$ cat src/rtl/fault_latch_pkg.sv
package fault_latch_pkg;
  typedef enum logic [2:0] {
    CMD_LOAD = 3'b001,
    CMD_PEEK = 3'b110,
    CMD_TAKE = 3'b111
  } fl_cmd_e;
endpackage

$ cat src/rtl/fl_qualify.sv
module fl_qualify #(
  parameter int unsigned      N_EXT      = 8,
  parameter logic [N_EXT:0]   ABORT_MASK = 9'h121
) (
  input  logic [N_EXT-1:0] fault_ni,
  input  logic             bus_tmo_i,
  input  logic             dma_cyc_i,
  input  logic             hold_ni,
  output logic [N_EXT:0]   cap_o
);
  localparam int unsigned NF = N_EXT + 1;

  logic          blk;
  logic [N_EXT:0] raw;

  assign blk = dma_cyc_i | ~hold_ni;

  for (genvar i = 0; i < NF; i++) begin : g_bit
    if (i < N_EXT) begin : g_ext
      assign raw[i] = ~fault_ni[i];
    end else begin : g_int
      assign raw[i] = bus_tmo_i;
    end
    if (ABORT_MASK[i]) begin : g_gated
      assign cap_o[i] = raw[i] & ~blk;
    end else begin : g_open
      assign cap_o[i] = raw[i];
    end
  end
endmodule

$ cat src/rtl/fl_store.sv
module fl_store #(
  parameter int unsigned N_EXT = 8
) (
  input  logic           clk_i,
  input  logic           rst_ni,
  input  logic [N_EXT:0] cap_i,
  input  logic           load_i,
  input  logic           take_i,
  input  logic [N_EXT:0] data_i,
  output logic [N_EXT:0] ft_o,
  output logic [N_EXT:0] rising_o,
  output logic           base_zero_o
);
  logic [N_EXT:0] ft_q, base;

  // command acts first, captures are ORed on top so none is lost
  always_comb begin
    if (load_i)      base = data_i;
    else if (take_i) base = '0;
    else             base = ft_q;
  end

  assign rising_o    = cap_i & ~base;
  assign base_zero_o = (base == '0);

  always_ff @(posedge clk_i or negedge rst_ni) begin
    if (!rst_ni) ft_q <= '0;
    else         ft_q <= base | cap_i;
  end

  assign ft_o = ft_q;
endmodule

$ cat src/rtl/fl_arm.sv
module fl_arm #(
  parameter int unsigned    N_EXT      = 8,
  parameter logic [N_EXT:0] ABORT_MASK = 9'h121
) (
  input  logic           clk_i,
  input  logic           rst_ni,
  input  logic [N_EXT:0] rising_i,
  input  logic           base_zero_i,
  output logic           lvl1_o,
  output logic           abort_no
);
  logic armed_q, armed_eff, fire;
  logic lvl1_q, abort_q;

  assign armed_eff = armed_q | base_zero_i;
  assign fire      = armed_eff & (|rising_i);

  always_ff @(posedge clk_i or negedge rst_ni) begin
    if (!rst_ni) begin
      armed_q <= 1'b1;
      lvl1_q  <= 1'b0;
      abort_q <= 1'b0;
    end else begin
      armed_q <= fire ? 1'b0 : armed_eff;
      lvl1_q  <= fire;
      abort_q <= |(rising_i & ABORT_MASK);
    end
  end

  assign lvl1_o   = lvl1_q;
  assign abort_no = ~abort_q;
endmodule

$ cat src/rtl/fault_latch.sv
module fault_latch
  import fault_latch_pkg::*;
#(
  parameter int unsigned    N_EXT      = 8,
  parameter logic [N_EXT:0] ABORT_MASK = 9'h121
) (
  input  logic             clk_i,
  input  logic             rst_ni,
  input  logic [N_EXT-1:0] fault_ni,
  input  logic             bus_tmo_i,
  input  logic             dma_cyc_i,
  input  logic             hold_ni,
  input  logic             cmd_valid_i,
  input  logic [2:0]       cmd_i,
  input  logic [N_EXT:0]   data_i,
  output logic [N_EXT:0]   data_o,
  output logic             rd_valid_o,
  output logic             lvl1_set_o,
  output logic             abort_no
);
  logic [N_EXT:0] cap, fault_q, rising;
  logic           base_zero;
  logic           load_c, take_c, peek_c;
  logic           rd_valid_q;
  logic [N_EXT:0] rd_data_q;

  assign load_c = cmd_valid_i && (cmd_i == CMD_LOAD);
  assign take_c = cmd_valid_i && (cmd_i == CMD_TAKE);
  assign peek_c = cmd_valid_i && (cmd_i == CMD_PEEK);

  fl_qualify #(.N_EXT(N_EXT), .ABORT_MASK(ABORT_MASK)) u_qual (
    .fault_ni (fault_ni),
    .bus_tmo_i(bus_tmo_i),
    .dma_cyc_i(dma_cyc_i),
    .hold_ni  (hold_ni),
    .cap_o    (cap)
  );

  fl_store #(.N_EXT(N_EXT)) u_store (
    .clk_i      (clk_i),
    .rst_ni     (rst_ni),
    .cap_i      (cap),
    .load_i     (load_c),
    .take_i     (take_c),
    .data_i     (data_i),
    .ft_o       (fault_q),
    .rising_o   (rising),
    .base_zero_o(base_zero)
  );

  fl_arm #(.N_EXT(N_EXT), .ABORT_MASK(ABORT_MASK)) u_arm (
    .clk_i      (clk_i),
    .rst_ni     (rst_ni),
    .rising_i   (rising),
    .base_zero_i(base_zero),
    .lvl1_o     (lvl1_set_o),
    .abort_no   (abort_no)
  );

  always_ff @(posedge clk_i or negedge rst_ni) begin
    if (!rst_ni) begin
      rd_valid_q <= 1'b0;
      rd_data_q  <= '0;
    end else begin
      rd_valid_q <= peek_c | take_c;
      rd_data_q  <= (peek_c | take_c) ? fault_q : '0;
    end
  end

  assign rd_valid_o = rd_valid_q;
  assign data_o     = rd_data_q;
endmodule

$ cat config.mk
export PLATFORM = sky130hd
export DESIGN_NAME = fault_latch
export DESIGN_NICKNAME = d
export VERILOG_FILES = /design/src/rtl/fault_latch_pkg.sv /design/src/rtl/fl_qualify.sv /design/src/rtl/fl_store.sv /design/src/rtl/fl_arm.sv /design/src/rtl/fault_latch.sv
export SDC_FILE = /design/constraint.sdc
export NUM_CORES = 1
export LEC_CHECK = 0
export ABC_CLOCK_PERIOD_IN_PS = 3200
export BUFFER_PORTS_ARGS = -buffer_cell sky130_fd_sc_hd__buf_4
export CAP_MARGIN = 5
export CORE_MARGIN = 1.5
export CORE_UTILIZATION = 47
export DETAILED_ROUTE_END_ITERATION = 16
export PLACE_DENSITY = 0.77
export SLEW_MARGIN = 40
export SYNTH_ARGS = -nofsm -noshare
export SYNTH_HDL_FRONTEND = slang
export SYNTH_SLANG_ARGS = --single-unit
$ cat constraint.sdc
create_clock -name clk_i -period 3.2 [get_ports clk_i]
set_input_delay 0.32 -clock clk_i [delete_from_list [all_inputs] [get_ports clk_i]]
set_output_delay 0.32 -clock clk_i [all_outputs]
set_load 0.02 [all_outputs]
# Word level (Yosys, flattened, before mapping)
# Cells that the tools add are included.
# Widths: inputs -> output; s select.
[totals]
regBits = 22
latchBits = 0
ram_bits = 0
rom_bits = 0
elab_cells = 40
mem_count = 0
[classes]
n_addsub = 0
multipliers = 0
div = 0
magnitude_cmp = 0
n_eq_ne = 3
shift = 0
muxes = 4
bitwise = 21
n_reduce_logical = 6
[ops]
columns = ["op", "n"]
rows = [
  ["$mux 9", 3],
  ["$not 1->1", 11],
  ["$and 9x9->9", 1],
  ["$logic_not 9->1", 1],
  ["$not 9->9", 1],
  ["$or 9x9->9", 1],
  ["$reduce_or 9->1", 1],
  ["$eq 3x3->1 const B", 2],
  ["$and 1x1->1", 4],
  ["$eq 3x1->1 const B", 1],
  ["$logic_and 1x1->1", 3],
  ["$or 1x1->1", 3],
  ["$reduce_or 3->1", 1],
  ["$mux 1", 1],
]

# Depth between registers and ports, before layout
[depth]
word_depth = 9
ltp_mapped = 7
ltp_nobuf = 6

# By module
# Synthesis repeated with hierarchy kept, for this count alone.
[hier_totals]
hier_cells = 93
area_unflattened_um2 = 1054.8
[by_module_without_submodules]
columns = ["module", "n_inst", "cells_each", "area_per_inst_um2", "seq_area_each_um2"]
rows = [
  ["fl_store", 1, 48, 503.0, 225.2],
  ["fault_latch", 1, 25, 380.4, 250.2],
  ["fl_arm", 1, 11, 125.1, 76.3],
  ["fl_qualify", 1, 9, 46.3, 0.0],
]

# Worst setup path before layout
# OpenSTA, ideal clock, no wires.
[synth_path]
path_type = "input-to-reg"
from = "input port cmd_i[2]"
to = "register u_arm.armed_q"
setup_ns = 0.060
arrival_ns = 1.546
required_ns = 3.140
path_slack_ns = 1.594
stages = 6
n_path_buf = 0
path_cell_list = "and3b_4 a22o_4 a22oi_1 a2111oi_1 nand4bb_1 o21ba_1"
[synth_between]
elab_chain_cells = 9
word_cells_on_any_way = 13
cone_classes = "eq/ne: 2; mux: 3; bitwise: 4; reduce/logical: 4"
[synth_lines]
columns = ["element", "line_no", "text"]
rows = [
  ["start, declared", "fault_latch.sv:14", "input logic [2:0] cmd_i,"],
  ["$eq 3x3->1", "fault_latch.sv:28", "assign take_c = cmd_valid_i && (cmd_i == CMD_TAKE);"],
  ["$logic_and 1x1->1", "fault_latch.sv:28", ""],
  ["$mux 9", "fl_store.sv:19", "else if (take_i) base = '0;"],
  ["$mux 9 (*)", "fl_store.sv:18", "if (load_i) base = data_i;"],
  ["$not 9->9", "fl_store.sv:23", "assign rising_o = cap_i & ~base;"],
  ["$and 9x9->9", "fl_store.sv:23", ""],
  ["$reduce_or 9->1", "fl_arm.sv:16", "assign fire = armed_eff & (|rising_i);"],
  ["$and 1x1->1", "fl_arm.sv:16", ""],
  ["$mux 1 (*)", "fl_arm.sv:24", "armed_q <= fire ? 1'b0 : armed_eff;"],
  ["end signal, assigned", "fl_arm.sv:24", ""],
  ["end, declared", "fl_arm.sv:12", "logic armed_q, armed_eff, fire;"],
]
# Every way passes the cells marked *; elsewhere a longest branch is shown, timed or not.

# Worst setup path in the final report
[layout_path]
from = "input port cmd_i[1]"
to = "register u_arm.armed_q"
# The elaborated chain is that of the path after synthesis.

==> key figures <==
Status
  – Status: complete, no violations

CTS
  – CTS buffer count: 3
  – Deepest clock path buffer count: 2
  – CTS Root Cell: clkbuf_4
  – CTS tree: yes
  – Clk slew on worst S/H paths: 120 ps
  – Post-CTS Setup Repair Bufs: 0
  – Clk_lat worst skew: between 300 and 400 ps
  – H-tree depth: 1
  – # resized after CTS: 0
  – Clock sinks: 22

Yosys
  – Netlist Area Pre-Place: approximately 1000 um2
  – #FFs+latches synth: 22
  – Synth warn: 0
  – Post-Syn Instances: 94
  – Net Count, Synth: 120
  – Most frequent cells after synthesis: dfrtp_1, nand2_1, and2_1
  – Top-area cell type share of the netlist area: 50.6%
  – Mean post-synth cell area: roughly 11 um2
  – Unique masters post-synth: 33
  – Count leader, synth: dfrtp_1
  – Post-synth ARST share: 100%
  – Post-synth top area cell: dfrtp_1
  – Top FF cell, synth: dfrtp_1
  – Register area share after synthesis: a little over half
  – Dominant cells by area after synthesis: dfrtp_1, and2_1, nand2_1, and3_1, a21oi_1
  – Post-synth EDFFs: 0

Global route
  – Total gr overflow: 0
  – GRT Overall Usage: 18.5%
  – Vias in the first global route: 813
  – Initial antenna violation count: 0
  – Largest net degree at the start of global routing: 23
  – First-pass GRT wire length: 3480 um

Power
  – Power Dens Cells: 418 nW/um2
  – VDD IR max: 0.000315 V
  – Leakage: 0.656 nW
  – Final Power: 575 uW

Timing
  – Final setup vio count: 0
  – Slew Limit Fails: 0
  – Slew HR: 69.6%
  – Layout Skew: 3.56 ps
  – Setup repair after global routing missed its margin: false
  – Slew @ Worst Pin: 445 ps
  – Fmax: between 0.5 and 0.6 GHz
  – Setup total negative slack: 0 ps
  – Tcrit/Tclk final: 54.3%
  – Final hold violations: 0
  – Final min period: 1740 ps

Critical path
  – Flop2flop setup slack: 1530 ps
  – Worst Setup SP: cmd_i[1]
  – Max FO, Critical Path: 14
  – Reg-to-reg critical path endpoint: u_arm.armed_q
  – Crit end category: register
  – CP required: 3470 ps
  – CP startpoint kind: input port
  – Reg-to-Reg Start: u_store.ft_o[4]
  – WP data arrival: 2000 ps
  – Critical path class: in2reg
  – Worst reg2reg path depth: 6

Hold path
  – Hold path depth: 2
  – Hold Path Origin: fault_ni[6]
  – Hold Path Class: in2reg
  – Hold Crit Endpoint: u_store.ft_o[6]

Cells and area
  – Diodes inserted: 0
  – Layout area overhead: 32.3%
  – Share of cells above drive strength 1: about 35%
  – # fillers: 162
  – Final Net Count: 160

Drt
  – Routed met1 length: 962 um
  – Met2 Wirelength: 1020 um
  – DRT iter0 DRCs: 23
  – DRC Markers: 0
  – DRT Wirelength: 2150 um
  – Routed len/inst: between 10 and 15 um
  – Met3 WL post-DR: 125 um
  – DR vias: 868
  – Drt via density: approximately 5.4
  – Top sig layer: met4
  – Drt first pass iters: 4
  – Post-route ant nets: 0

Die
  – Chip width: 50.0 um
  – Die height: 50.0 um
  – Row cnt: 16
  – Die area: between 2000 and 3000 um2
  – Core Box Area: 2020 um2
  – Boundary Pins: 38
  – Initial core utilization: between 50% and 60%

Run
  – Max_cap viols: 0

Place
  – Post-DP HPWL: ~1600 um
  – Number of port buffers: 37
  – Routability cong.: 0.776
worst max-delay path by stage:
stage / to / slack [ps]
after CTS: u_arm.armed_q / 1490
after floorplan: u_arm.armed_q / 1590
final: u_arm.armed_q / 1460
after global placement: u_arm.armed_q / 1260
after global routing: u_arm.armed_q / 1330
after detailed placement: u_arm.armed_q / 1150
flip-flops by register name, indices dropped and copies added, names as in the netlist:
name / cells
u_arm.lvl1_o: 1
data_o: 9
u_store.ft_o: 9
u_arm.abort_q: 1
rd_valid_o: 1
u_arm.armed_q: 1
metrics by stage:
stage	instances	setup WS [ps]	hold WS, ps	utilization [%]	instance area [um2]
2_1_floorplan	94	1590	24.4	-	1040
3_3_place_gp	155	1260	216	65.7	1330
6_report	160	1460	154	67.9	1370
5_1_grt	160	1330	146	67.9	1370
4_1_cts	160	1490	148	67.9	1370
3_5_place_dp	155	1150	221	65.7	1330
metal layers:
metal	vias to the layer above	global-route usage, %
li1	430	-
met2	36	29.6
met4	0	9.72
met1	398	24.4
met5	-	0
met3	4	2.12
where the power goes:
group / internal (mW) / switching [mW] / total (mW)
Sequential: 0.295 / 0.0115 / 0.307
Clock: 0.0696 / 0.0841 / 0.154
Combinational: 0.0571 / 0.0572 / 0.114
final cells by class:
class | instances | area, um2 | area share [%]
Clock buffer | 4 | 36.3 | 2.64
Multi-Input combinational cell | 66 | 453 | 33.0
Tap cell | 27 | 33.8 | 2.46
Timing Repair Buffer | 38 | 288 | 20.9
Inverter | 3 | 11.3 | 0.820
Sequential cell | 22 | 552 | 40.2
worst max-delay path, stage by stage:
cell	delay, ps
buf_4	110
inv_2	80
o211ai_4	370
a22oi_1	200
a2111oi_1	500
nand4bb_1	180
o21ba_1	240
cells by family (layout without fill, tap and decap cells):
kind of cell / count (synthesis) / in the layout / share of synthesized area, %
flops: 22 / 22 / 53.1
simple gates: 38 / 38 / 21.7
compound gates: 28 / 28 / 21.9
buf+inv: 6 / 45 / 3.25
what timing repair did:
item,in CTS,in global routing
setup endpoints to repair,0,0
endpoints found under the hold margin,21,0
hold buffers,1,0
placed cells by master (no fill, tap or decap), drive strengths merged:
cell type and n:
nor2 1, inv 3, nor3 1, and3 5, a211oi 4, buf 37
and3b 1, a22o 4, a2111oi 4, nand3b 1, dfrtp 21, nor2b 1
nand2b 2, o211ai 1, a21oi 6, o21ai 2, nand4bb 1, a211o 1
a22oi 4, dfstp 1, o21a 1, o21ba 1, nand4 1, nand2 11
nand3 1, clkbuf 4, and2 9, nand4b 3, dlygate4sd3 1
No activity file was read; power rests on OpenSTA's default activity.
